[config.mk]
export PLATFORM = sky130hd
export DESIGN_NAME = i2c_addr_match
export DESIGN_NICKNAME = d
export VERILOG_FILES = /design/src/rtl/i2cam_pkg.sv /design/src/rtl/i2cam_hdr.sv /design/src/rtl/i2cam_cmp.sv /design/src/rtl/i2cam_hs.sv /design/src/rtl/i2c_addr_match.sv
export SDC_FILE = /design/constraint.sdc
export NUM_CORES = 1
export LEC_CHECK = 0
export BUFFER_PORTS_ARGS = -buffer_cell sky130_fd_sc_hd__buf_2
export CAP_MARGIN = 10
export CORE_UTILIZATION = 55
export CTS_CLUSTER_SIZE = 10
export DETAILED_ROUTE_END_ITERATION = 10
export GPL_TIMING_DRIVEN = 0
export PLACE_DENSITY = 0.81
export REMOVE_ABC_BUFFERS = 1
export SETUP_SLACK_MARGIN = 0.2
export SLEW_MARGIN = 25
export SYNTH_ARGS = -nofsm -noshare
export SYNTH_HDL_FRONTEND = slang
export SYNTH_SLANG_ARGS = --single-unit
export TNS_END_PERCENT = 5
[constraint.sdc]
create_clock -name clk -period 3.45 [get_ports clk]
set_input_delay 0.345 -clock clk [delete_from_list [all_inputs] [get_ports clk]]
set_output_delay 0.345 -clock clk [all_outputs]
set_load 0.03 [all_outputs]
[src/rtl/i2cam_pkg.sv]
package i2cam_pkg;

    typedef enum logic [2:0] {
        ST_IDLE  = 3'd0,
        ST_HEAD  = 3'd1,
        ST_TENLO = 3'd2,
        ST_XFER  = 3'd3,
        ST_SKIP  = 3'd4
    } st_e;

    typedef enum logic [2:0] {
        MK_NONE  = 3'd0,
        MK_ADDR0 = 3'd1,
        MK_ADDR1 = 3'd2,
        MK_GCALL = 3'd3,
        MK_ALERT = 3'd4
    } mk_e;

    localparam logic [4:0] TEN_HDR_PFX = 5'b11110;
    localparam logic [4:0] HS_CODE_PFX = 5'b00001;
    localparam logic [6:0] ALERT_ADDR  = 7'b0001100;

endpackage

[src/rtl/i2cam_hdr.sv]
module i2cam_hdr #(
    parameter int BYTE_W = 8,
    parameter int SEVEN_W = 7
) (
    input  logic [BYTE_W-1:0]  hdr_byte,
    output logic               is_gcall,
    output logic               is_alert,
    output logic               is_hs,
    output logic               is_ten,
    output logic [SEVEN_W-1:0] addr7
);
    import i2cam_pkg::*;

    localparam int PFX_LSB = BYTE_W - 5;

    always_comb begin
        addr7    = hdr_byte[BYTE_W-1:1];
        is_gcall = (hdr_byte == '0);
        is_alert = (hdr_byte[BYTE_W-1:1] == ALERT_ADDR);
        is_hs    = (hdr_byte[BYTE_W-1:PFX_LSB] == HS_CODE_PFX);
        is_ten   = (hdr_byte[BYTE_W-1:PFX_LSB] == TEN_HDR_PFX);
    end

endmodule

[src/rtl/i2cam_cmp.sv]
module i2cam_cmp #(
    parameter int ADDR_W = 10,
    parameter int SEVEN_W = 7
) (
    input  logic [ADDR_W-1:0] cand,
    input  logic              cand_ten,
    input  logic [ADDR_W-1:0] own_addr0,
    input  logic              own0_ten,
    input  logic [ADDR_W-1:0] own_addr1,
    input  logic              own1_ten,
    input  logic              range_mode,
    output logic              hit0,
    output logic              hit1
);
    localparam logic [ADDR_W-1:0] MASK7 = {{(ADDR_W-SEVEN_W){1'b0}}, {SEVEN_W{1'b1}}};

    logic [ADDR_W-1:0] mask;
    logic [ADDR_W-1:0] c_m, a0_m, a1_m;

    always_comb begin
        mask = cand_ten ? '1 : MASK7;
        c_m  = cand & mask;
        a0_m = own_addr0 & mask;
        a1_m = own_addr1 & mask;
        if (range_mode) begin
            hit0 = 1'b0;
            hit1 = (own0_ten == cand_ten) && (a0_m <= c_m) && (c_m <= a1_m);
        end else begin
            hit0 = (own0_ten == cand_ten) && (a0_m == c_m);
            hit1 = (own1_ten == cand_ten) && (a1_m == c_m);
        end
    end

endmodule

[src/rtl/i2cam_hs.sv]
module i2cam_hs (
    input  logic clk,
    input  logic rst_n,
    input  logic hs_set,
    input  logic hs_clr,
    output logic hs_active
);
    always_ff @(posedge clk or negedge rst_n) begin
        if (!rst_n)      hs_active <= 1'b0;
        else if (hs_clr) hs_active <= 1'b0;
        else if (hs_set) hs_active <= 1'b1;
    end

    a_r8_hs_clear_on_stop: assert property (@(posedge clk) disable iff (!rst_n)
        hs_clr |=> !hs_active);
    a_r8_hs_set_holds: assert property (@(posedge clk) disable iff (!rst_n)
        (hs_set && !hs_clr) |=> hs_active);

endmodule

[src/rtl/i2c_addr_match.sv]
module i2c_addr_match #(
    parameter int ADDR_W = 10,
    parameter int SEVEN_W = 7,
    parameter int BYTE_W = 8
) (
    input  logic              clk,
    input  logic              rst_n,
    input  logic              start_det,
    input  logic              stop_det,
    input  logic              byte_vld,
    input  logic [BYTE_W-1:0] byte_data,
    input  logic              nack_det,
    input  logic              bit_err,
    input  logic [ADDR_W-1:0] own_addr0,
    input  logic              own0_ten,
    input  logic [ADDR_W-1:0] own_addr1,
    input  logic              own1_ten,
    input  logic              range_mode,
    input  logic              gcall_en,
    input  logic              alert_en,
    input  logic              nack_ignore,
    output logic              match_pulse,
    output logic [2:0]        match_kind,
    output logic              rd_not_wr,
    output logic              hs_active,
    output logic              xfer_active
);
    import i2cam_pkg::*;

    localparam int HI_W = ADDR_W - BYTE_W;

    st_e st, nxt;

    logic               is_gcall, is_alert, is_hs, is_ten;
    logic [SEVEN_W-1:0] addr7;
    logic               h7_0, h7_1, h10_0, h10_1;
    logic [HI_W-1:0]    hdr_hi;
    logic               mem_vld;
    logic [HI_W-1:0]    mem_hi;
    mk_e                mem_kind;

    logic               take;
    mk_e                take_kind;
    logic               take_rd;
    logic               hs_set;
    logic               any_ten;

    i2cam_hdr #(.BYTE_W(BYTE_W), .SEVEN_W(SEVEN_W)) u_hdr (
        .hdr_byte (byte_data),
        .is_gcall (is_gcall),
        .is_alert (is_alert),
        .is_hs    (is_hs),
        .is_ten   (is_ten),
        .addr7    (addr7)
    );

    i2cam_cmp #(.ADDR_W(ADDR_W), .SEVEN_W(SEVEN_W)) u_cmp7 (
        .cand       ({{(ADDR_W-SEVEN_W){1'b0}}, addr7}),
        .cand_ten   (1'b0),
        .own_addr0  (own_addr0),
        .own0_ten   (own0_ten),
        .own_addr1  (own_addr1),
        .own1_ten   (own1_ten),
        .range_mode (range_mode),
        .hit0       (h7_0),
        .hit1       (h7_1)
    );

    i2cam_cmp #(.ADDR_W(ADDR_W), .SEVEN_W(SEVEN_W)) u_cmp10 (
        .cand       ({hdr_hi, byte_data}),
        .cand_ten   (1'b1),
        .own_addr0  (own_addr0),
        .own0_ten   (own0_ten),
        .own_addr1  (own_addr1),
        .own1_ten   (own1_ten),
        .range_mode (range_mode),
        .hit0       (h10_0),
        .hit1       (h10_1)
    );

    i2cam_hs u_hs (
        .clk       (clk),
        .rst_n     (rst_n),
        .hs_set    (hs_set),
        .hs_clr    (stop_det),
        .hs_active (hs_active)
    );

    assign any_ten = own0_ten || (own1_ten && !range_mode);

    // next state and hit decision
    always_comb begin
        nxt       = st;
        take      = 1'b0;
        take_kind = MK_NONE;
        take_rd   = 1'b0;
        hs_set    = 1'b0;
        if (stop_det) begin
            nxt = ST_IDLE;
        end else if (start_det) begin
            nxt = ST_HEAD;
        end else begin
            unique case (st)
                ST_IDLE: nxt = ST_IDLE;
                ST_HEAD: begin
                    if (byte_vld) begin
                        if (is_hs) begin
                            hs_set = 1'b1;
                            nxt    = ST_SKIP;
                        end else if (is_gcall && gcall_en) begin
                            take      = 1'b1;
                            take_kind = MK_GCALL;
                        end else if (is_alert && alert_en) begin
                            take      = 1'b1;
                            take_kind = MK_ALERT;
                            take_rd   = byte_data[0];
                        end else if (is_ten) begin
                            if (byte_data[0] && mem_vld && (mem_hi == byte_data[HI_W:1])) begin
                                take      = 1'b1;
                                take_kind = mem_kind;
                                take_rd   = 1'b1;
                            end else if (!byte_data[0] && any_ten) begin
                                nxt = ST_TENLO;
                            end else begin
                                nxt = ST_SKIP;
                            end
                        end else if (h7_0) begin
                            take      = 1'b1;
                            take_kind = MK_ADDR0;
                            take_rd   = byte_data[0];
                        end else if (h7_1) begin
                            take      = 1'b1;
                            take_kind = MK_ADDR1;
                            take_rd   = byte_data[0];
                        end else begin
                            nxt = ST_SKIP;
                        end
                    end
                end
                ST_TENLO: begin
                    if (byte_vld) begin
                        if (h10_0) begin
                            take      = 1'b1;
                            take_kind = MK_ADDR0;
                        end else if (h10_1) begin
                            take      = 1'b1;
                            take_kind = MK_ADDR1;
                        end else begin
                            nxt = ST_SKIP;
                        end
                    end
                end
                ST_XFER: begin
                    if (bit_err || (nack_det && !nack_ignore)) nxt = ST_SKIP;
                end
                ST_SKIP: nxt = ST_SKIP;
                default: nxt = ST_IDLE;
            endcase
            if (take) nxt = ST_XFER;
        end
    end

    // state register
    always_ff @(posedge clk or negedge rst_n) begin
        if (!rst_n) st <= ST_IDLE;
        else        st <= nxt;
    end

    // outputs and address memory
    always_ff @(posedge clk or negedge rst_n) begin
        if (!rst_n) begin
            match_pulse <= 1'b0;
            match_kind  <= MK_NONE;
            rd_not_wr   <= 1'b0;
            xfer_active <= 1'b0;
            hdr_hi      <= '0;
            mem_vld     <= 1'b0;
            mem_hi      <= '0;
            mem_kind    <= MK_NONE;
        end else begin
            match_pulse <= take;
            xfer_active <= (nxt == ST_XFER);
            if (take) begin
                match_kind <= take_kind;
                rd_not_wr  <= take_rd;
            end else if (nxt != ST_XFER) begin
                match_kind <= MK_NONE;
                rd_not_wr  <= 1'b0;
            end
            if (st == ST_HEAD && nxt == ST_TENLO) hdr_hi <= byte_data[HI_W:1];
            if (stop_det) begin
                mem_vld <= 1'b0;
            end else if (take && st == ST_TENLO) begin
                mem_vld  <= 1'b1;
                mem_hi   <= hdr_hi;
                mem_kind <= take_kind;
            end
        end
    end

    a_r1_pulse_in_xfer: assert property (@(posedge clk) disable iff (!rst_n)
        match_pulse |-> xfer_active);
    a_r1_rise_has_pulse: assert property (@(posedge clk) disable iff (!rst_n)
        $rose(xfer_active) |-> match_pulse);
    a_r13_kind_idle: assert property (@(posedge clk) disable iff (!rst_n)
        !xfer_active |-> (match_kind == 3'd0));
    a_r11_stop_ends: assert property (@(posedge clk) disable iff (!rst_n)
        stop_det |=> (!xfer_active && !match_pulse));
    a_r11_start_ends: assert property (@(posedge clk) disable iff (!rst_n)
        start_det |=> !xfer_active);
    a_r10_biterr_ends: assert property (@(posedge clk) disable iff (!rst_n)
        (xfer_active && bit_err) |=> !xfer_active);
    a_r9_nack_ends: assert property (@(posedge clk) disable iff (!rst_n)
        (xfer_active && nack_det && !nack_ignore) |=> !xfer_active);
    a_r9_nack_ignored: assert property (@(posedge clk) disable iff (!rst_n)
        (xfer_active && nack_det && nack_ignore && !bit_err && !start_det && !stop_det)
        |=> (xfer_active && $stable(match_kind)));

endmodule

### Yosys cells after proc, flatten, opt, wreduce, memory -nomap -nowiden

Cells that the tools add are included.

* eq/ne operators: 15
* $lt $le $gt $ge: 4
* reductions and logical operators: 27
* mux-type cells: 74
* bitwise gates (word level): 3

Operators by type and width (number)
* 3-bit 2-to-1 mux: 26
* 1-bit 2-to-1 mux: 40
* 10-bit equality test: 2
* 10-bit less-or-equal comparator: 2
* 1-bit logical AND: 17
* 7-bit equality test: 2
* 7-bit less-or-equal comparator: 2
* 3-bit by 2-bit equality test with 1-bit output, second input constant: 4
* 3-bit one-hot mux with 4 select lines: 1
* 2-bit 2-to-1 mux: 5
* 8-bit zero test: 1
* 7-bit by 4-bit equality test with 1-bit output, second input constant: 1
* 3-bit one-hot mux with 2 select lines: 1
* 2-bit nonzero test: 3
* 5-bit by 1-bit equality test with 1-bit output, second input constant: 1
* 5-bit equality test, second input constant: 1
* 3-bit by 1-bit equality test with 1-bit output, second input constant: 1
* 3-bit equality test, second input constant: 1
* 1-bit zero test: 3
* 3-bit by 2-bit inequality test with 1-bit output, second input constant: 1
* 1-bit NOT: 3
* 2-bit equality test: 1
* 1-bit logical OR: 2
* 1-bit one-hot mux with 2 select lines: 1
* 2-bit AND reduction: 1

* register bits: 18
* output and inout bits: 7
* input port bits: 41
* word-level logic and storage cells: 133

### Logic depth before layout (Yosys ltp)

* depth in word-level cells: 20
* mapped depth: 11
* gate-level depth less buffers: 10

### By module

A second synthesis with hierarchy kept.

* cells, all modules: 306
* area, all modules: 2447.3 µm²

Modules (own cells, without submodules)
* i2cam_cmp: area an instance 596.8 µm², cells an instance 85, seq. area each 0.0 µm², times used 2
* i2c_addr_match: area an instance 1107.3 µm², cells an instance 118, seq. area each 425.4 µm², times used 1
* i2cam_hdr: area an instance 111.4 µm², cells an instance 16, seq. area each 0.0 µm², times used 1
* i2cam_hs: area an instance 35.0 µm², cells an instance 2, seq. area each 25.0 µm², times used 1

### Worst setup path before layout

OpenSTA, ideal clock, no wires.

* kind: input port to flip-flop
* start: in byte_data[7]
* end: reg mem_kind[1]
* stages: 11
* path buffers: 1
* required time: 3.323 ns
* setup time: 0.127 ns
* slack: 0.782 ns
* data arrival time: 2.540 ns
* cell sequence: inv_1 > ha_1 > nand3_2 > or4_4 > and2_4 > a211oi_4 > o21ai_1 > o21ai_2 > and3_1 > buf_4 > mux2_1

* longest elaborated chain between the ends: 18
* elaborated cells on any way between the ends: 56
* classes of those cells: order compare: 4; eq/ne: 7; mux: 32; reduce/logical: 13

RTL lines
* from (decl): line i2c_addr_match.sv:11 `input logic [BYTE_W-1:0] byte_data,`
* 7-bit less-or-equal comparator: line i2cam_cmp.sv:27 `hit1 = (own0_ten == cand_ten) && (a0_m <= c_m) && (c_m <= a1_m);`
* 1-bit logical AND (2 in a row): line i2cam_cmp.sv:27
* 1-bit 2-to-1 mux: line i2cam_cmp.sv:25 `if (range_mode) begin`
* 1-bit 2-to-1 mux: line i2c_addr_match.sv:131 `end else if (h7_1) begin`
* 1-bit 2-to-1 mux: line i2c_addr_match.sv:127 `end else if (h7_0) begin`
* 1-bit 2-to-1 mux: line i2c_addr_match.sv:117 `end else if (is_ten) begin`
* 1-bit 2-to-1 mux: line i2c_addr_match.sv:113 `end else if (is_alert && alert_en) begin`
* 1-bit 2-to-1 mux: line i2c_addr_match.sv:110 `end else if (is_gcall && gcall_en) begin`
* 1-bit 2-to-1 mux: line i2c_addr_match.sv:107 `if (is_hs) begin`
* 1-bit 2-to-1 mux: line i2c_addr_match.sv:106 `if (byte_vld) begin`
* 1-bit one-hot mux with 2 select lines: line i2c_addr_match.sv:103 `unique case (st)`
* 1-bit 2-to-1 mux: line i2c_addr_match.sv:100 `end else if (start_det) begin`
* 1-bit 2-to-1 mux: line i2c_addr_match.sv:98 `if (stop_det) begin`
* 1-bit 2-to-1 mux: line i2c_addr_match.sv:100
* 1-bit 2-to-1 mux: line i2c_addr_match.sv:98
* 1-bit logical AND: line i2c_addr_match.sv:193 `end else if (take && st == ST_TENLO) begin`
* 2-bit AND reduction (no source line)
* to (signal assigned): line i2c_addr_match.sv:196 `mem_kind <= take_kind;`
* to (decl): line i2c_addr_match.sv:40 `mk_e mem_kind;`

Several ways; a longest one is shown, not always the timed one. The select of a mux whose other input is x is not followed.
A chain may end at the register's enable or synchronous reset.

### Final worst setup path

* start: reg hdr_hi[1]
* end: reg mem_kind[1]

* longest elaborated chain between the ends: 14
* elaborated cells on any way between the ends: 26
* classes of those cells: order compare: 2; eq/ne: 2; mux: 16; reduce/logical: 6

RTL lines
* from (decl): line i2c_addr_match.sv:37 `logic [HI_W-1:0] hdr_hi;`
* from (signal assigned): line i2c_addr_match.sv:190 `if (st == ST_HEAD && nxt == ST_TENLO) hdr_hi <= byte_data[HI_W:1];`
* 10-bit less-or-equal comparator: line i2cam_cmp.sv:27
* 1-bit logical AND (2 in a row): line i2cam_cmp.sv:27
* 1-bit 2-to-1 mux: line i2cam_cmp.sv:25
* 1-bit 2-to-1 mux: line i2c_addr_match.sv:145 `end else if (h10_1) begin`
* 1-bit 2-to-1 mux: line i2c_addr_match.sv:142 `if (h10_0) begin`
* 1-bit 2-to-1 mux: line i2c_addr_match.sv:141 `if (byte_vld) begin`
* 1-bit one-hot mux with 2 select lines: line i2c_addr_match.sv:103
* 1-bit 2-to-1 mux: line i2c_addr_match.sv:100
* 1-bit 2-to-1 mux: line i2c_addr_match.sv:98
* 1-bit 2-to-1 mux: line i2c_addr_match.sv:100
* 1-bit 2-to-1 mux: line i2c_addr_match.sv:98
* 1-bit logical AND: line i2c_addr_match.sv:193
* 2-bit AND reduction (no source line)

Several ways; a longest one is shown, not always the timed one. The select of a mux whose other input is x is not followed.

==> impl_table.tex <==
\begin{tabular}{lr}
\hline
Metric & Value \\
\hline
\multicolumn{2}{l}{\textbf{Status}} \\
Run status & complete, no violations \\
\multicolumn{2}{l}{\textbf{Yosys}} \\
Number of synthesized flops with an enable pin & 0 \\
Mean Syn Cell Area & 8.313 um2 \\
Yosys warnings & 0 \\
Unique cell type count in the Yosys netlist & 58 \\
Share of synthesized area occupied by flip-flops and latches & 21.42\% \\
Async set-reset flop share out of synthesis & 100.0\% \\
Synthesized area & 0.002103 mm2 \\
Count of mapped cells out of synthesis & 253 \\
Flip-flop cell with the highest count after synthesis & dfrtp\_1 \\
FF+latch count, synth & 18 \\
\multicolumn{2}{l}{\textbf{Floorplanning}} \\
Std-Cell Core Area & 0.003661 mm2 \\
I/O pins & 48 \\
Y dimension of the die & 63.84 um \\
Die Outline Area & 0.004076 mm2 \\
FP Rows & 22 \\
Initial core utilization & 57.45\% \\
Die width & 63.84 um \\
\multicolumn{2}{l}{\textbf{Worst setup path}} \\
Cell breakdown of the critical path & ha\_1 -> nand4\_1 -> a211oi\_1 -> a2111oi\_0 -> or3\_1 -> nand2\_1 -> o21ai\_2 -> and3\_1 -> mux2\_1 \\
Critical Path RT & 3.58 ns \\
Number of buffer and inverter stages on the critical path & 0 \\
Cells on worst reg2reg path & 9 \\
Maximum fanout encountered on the critical timing path & 6 \\
Startpoint Class & flip-flop \\
Slowest stage cell on the critical path & a2111oi\_0 \\
Kind of end point of the critical path & flip-flop \\
Top Family by Delay on Critical Path & compound AO/OA/AOI/OAI gates \\
Largest stage delay, worst path & 0.61 ns \\
Data arrival, critical path & 3.15 ns \\
Start-to-end type of the worst setup path & flip-flop to flip-flop \\
Critical path depth in cells & 9 \\
\multicolumn{2}{l}{\textbf{Finish}} \\
Final cell area excluding filler cells & 0.002441 mm2 \\
Commonest non-fill, non-tap cell in the layout & buf\_2 \\
Most frequent cells in the layout & buf\_2, ha\_1, inv\_1 \\
Proportion of layout cells with a drive suffix above 1 & 22.85\% \\
\# nets final & 378 \\
Area added between synthesis and finish & 16.06\% \\
ANT cells & 0 \\
\multicolumn{2}{l}{\textbf{Routing}} \\
Drt pass-1 iters & 4 \\
DR iter-0 viols & 142 \\
DR WL/cell & 14.42 um \\
Routed via count & 2,058 \\
Residual antenna-violating net count after detailed routing & 0 \\
Drt via density & 5.880 \\
Total wire length & 5.046 mm \\
Number of DRC violations after detailed routing & 0 \\
\multicolumn{2}{l}{\textbf{STA}} \\
Actual transition at the worst max-transition pin & 0.6636 ns \\
Maximum clock frequency & 331.8 MHz \\
Final period demand of the worst path & 3.014 ns \\
Total Neg Setup Slack & 0 ns \\
RSZ-0062 raised after global routing & false \\
Final setup violation count & 0 \\
Relative max-transition margin & 54.62\% \\
Maximum clock skew at final layout & 0.007655 ns \\
Final worst-path cycle share & 87.37\% \\
Count of pins over their slew limit & 0 \\
Number of hold-slack violations in the final timing report & 0 \\
\multicolumn{2}{l}{\textbf{CTS}} \\
TritonCTS buffer count & 3 \\
Maximum buffer depth of the clock tree & 2 \\
CTS Hold Bufs & 0 \\
Count of cells resized by post-cts repair & 0 \\
H-tree levels & 1 \\
Number of sinks driven by the clock tree & 18 \\
Setup fix buffers added after clock tree synthesis & 0 \\
TritonCTS clock tree & built \\
Clock transition time at the flip-flop clock pins of the worst setup and hold paths & 0.07 ns \\
Clock insertion delay at the later pin of the skew report & 0.26 ns \\
Cell chosen for the clock root & clkbuf\_8 \\
\multicolumn{2}{l}{\textbf{Power and ir drop}} \\
LEAKAGE & 0.001227 uW \\
Pwr Density & 231.4 mW/mm2 \\
Peak supply drop & 0.0002839 V \\
\multicolumn{2}{l}{\textbf{Global routing}} \\
Number of antenna violations at the first check in global routing & 0 \\
Overall overflow remaining after global route & 0 \\
Number of global-route vias before repair & 1,975 \\
Overall global routing resource usage & 27.20\% \\
Wire length of the first global-routing pass & 8.735 mm \\
Pin count of the biggest net entering global routing & 19 \\
\multicolumn{2}{l}{\textbf{Placed design}} \\
Post-DP HPWL & 4.211 mm \\
Placed cell area & 0.002386 mm2 \\
Count of input and output buffers & 47 \\
Final weighted congestion in routability-driven placement & 0.9544 \\
\multicolumn{2}{l}{\textbf{Min path}} \\
Worst min-delay path category & primary input to async pin \\
\multicolumn{2}{l}{\textbf{Job}} \\
Max Cap Viol & 0 \\
\hline
\end{tabular}
==> path summary, 6_finish.rpt <==
path	start	end	slack [ns]
min reg2reg	mem_kind[0]	mem_kind[0]	0.50
min	rst_n	xfer_active	0.007
max reg2reg	hdr_hi[1]	mem_kind[1]	0.44
max in group asynchronous	rst_n	mem_hi[0]	3.15
min in group clk	stop_det	u_hs.hs_active	0.35
max	hdr_hi[1]	mem_kind[1]	0.44
==> where the power goes <==
group	switching (uW)	internal, uW
combinational	103	74.3
sequential	2.78	213
clock	70.3	101
==> Yosys cell counts (3+ instances only) <==
| cell | n | area (um2) |
|---|---|---|
| o21ai_0 | 10 | 50.05 |
| dfrtp_1 | 18 | 450.4 |
| o32ai_1 | 3 | 26.28 |
| inv_1 | 31 | 116.4 |
| nor2_1 | 14 | 52.55 |
| nand4_1 | 6 | 37.54 |
| nand3_1 | 6 | 30.03 |
| nor3_1 | 10 | 50.05 |
| a21o_1 | 3 | 22.52 |
| a31oi_1 | 3 | 18.77 |
| and2_1 | 3 | 18.77 |
| ha_1 | 34 | 425.4 |
| nor2b_1 | 5 | 31.28 |
| a21oi_1 | 14 | 70.07 |
| nand2b_1 | 5 | 31.28 |
| or3_1 | 5 | 31.28 |
| xnor2_1 | 3 | 26.28 |
| mux2_1 | 4 | 45.04 |
| nand2_1 | 23 | 86.33 |
| a211oi_1 | 4 | 30.03 |
==> registers in the layout, indices dropped and copies added, names as in the netlist <==
name	flops
hdr_hi	2
match_kind	3
match_pulse	1
mem_hi	2
mem_kind	3
mem_vld	1
rd_not_wr	1
st	3
u_hs.hs_active	1
xfer_active	1
==> layer usage <==
layer | up-vias | global-route usage (%) | wire length, um
li1 | 1026 | - | -
met1 | 964 | 37.22 | 2412
met2 | 62 | 45.88 | 2323
met3 | 6 | 3.929 | 264
met4 | 0 | 4.261 | 44
met5 | - | 0 | 0
==> kinds of logic after synthesis <==
| kind of cell | count (synthesis) | share of synthesized area (%) |
|---|---|---|
| and+or+nand+nor | 95 | 24.15 |
| AOI/OAI and AO/OA | 65 | 24.27 |
| adders and majority gates | 34 | 20.23 |
| buffers and inverters | 33 | 6.127 |
| DFF | 18 | 21.42 |
| xor gates and xnor gates | 4 | 1.666 |
| muxes | 4 | 2.141 |
==> final cells by class <==
class / instances / area (um2)
Multi-Input combinational cell: 202 / 1524
Fill cell: 343 / 1220
Sequential cell: 18 / 450.4
Timing Repair Buffer: 47 / 235.2
Inverter: 31 / 116.4
Tap cell: 48 / 60.06
Clock buffer: 4 / 55.05
==> through the flow <==
step / setup WS [ns] / std cells / hold WS, ns / utilization, % / total power (uW)
after floorplan: 0.7676 / 251 / 0.04941 / - / 328.5
after global placement: 0.3841 / 346 / 0.2879 / 65.17 / 388.8
after detailed placement: 0.3125 / 346 / 0.2899 / 65.17 / 394.9
after CTS: 0.4732 / 350 / 0.008660 / 66.68 / 568.1
after global routing: 0.2357 / 350 / 0.02570 / 66.68 / 604.5
final: 0.4358 / 350 / 0.007380 / 66.68 / 564.9
Power figures use the tool's default switching activity.
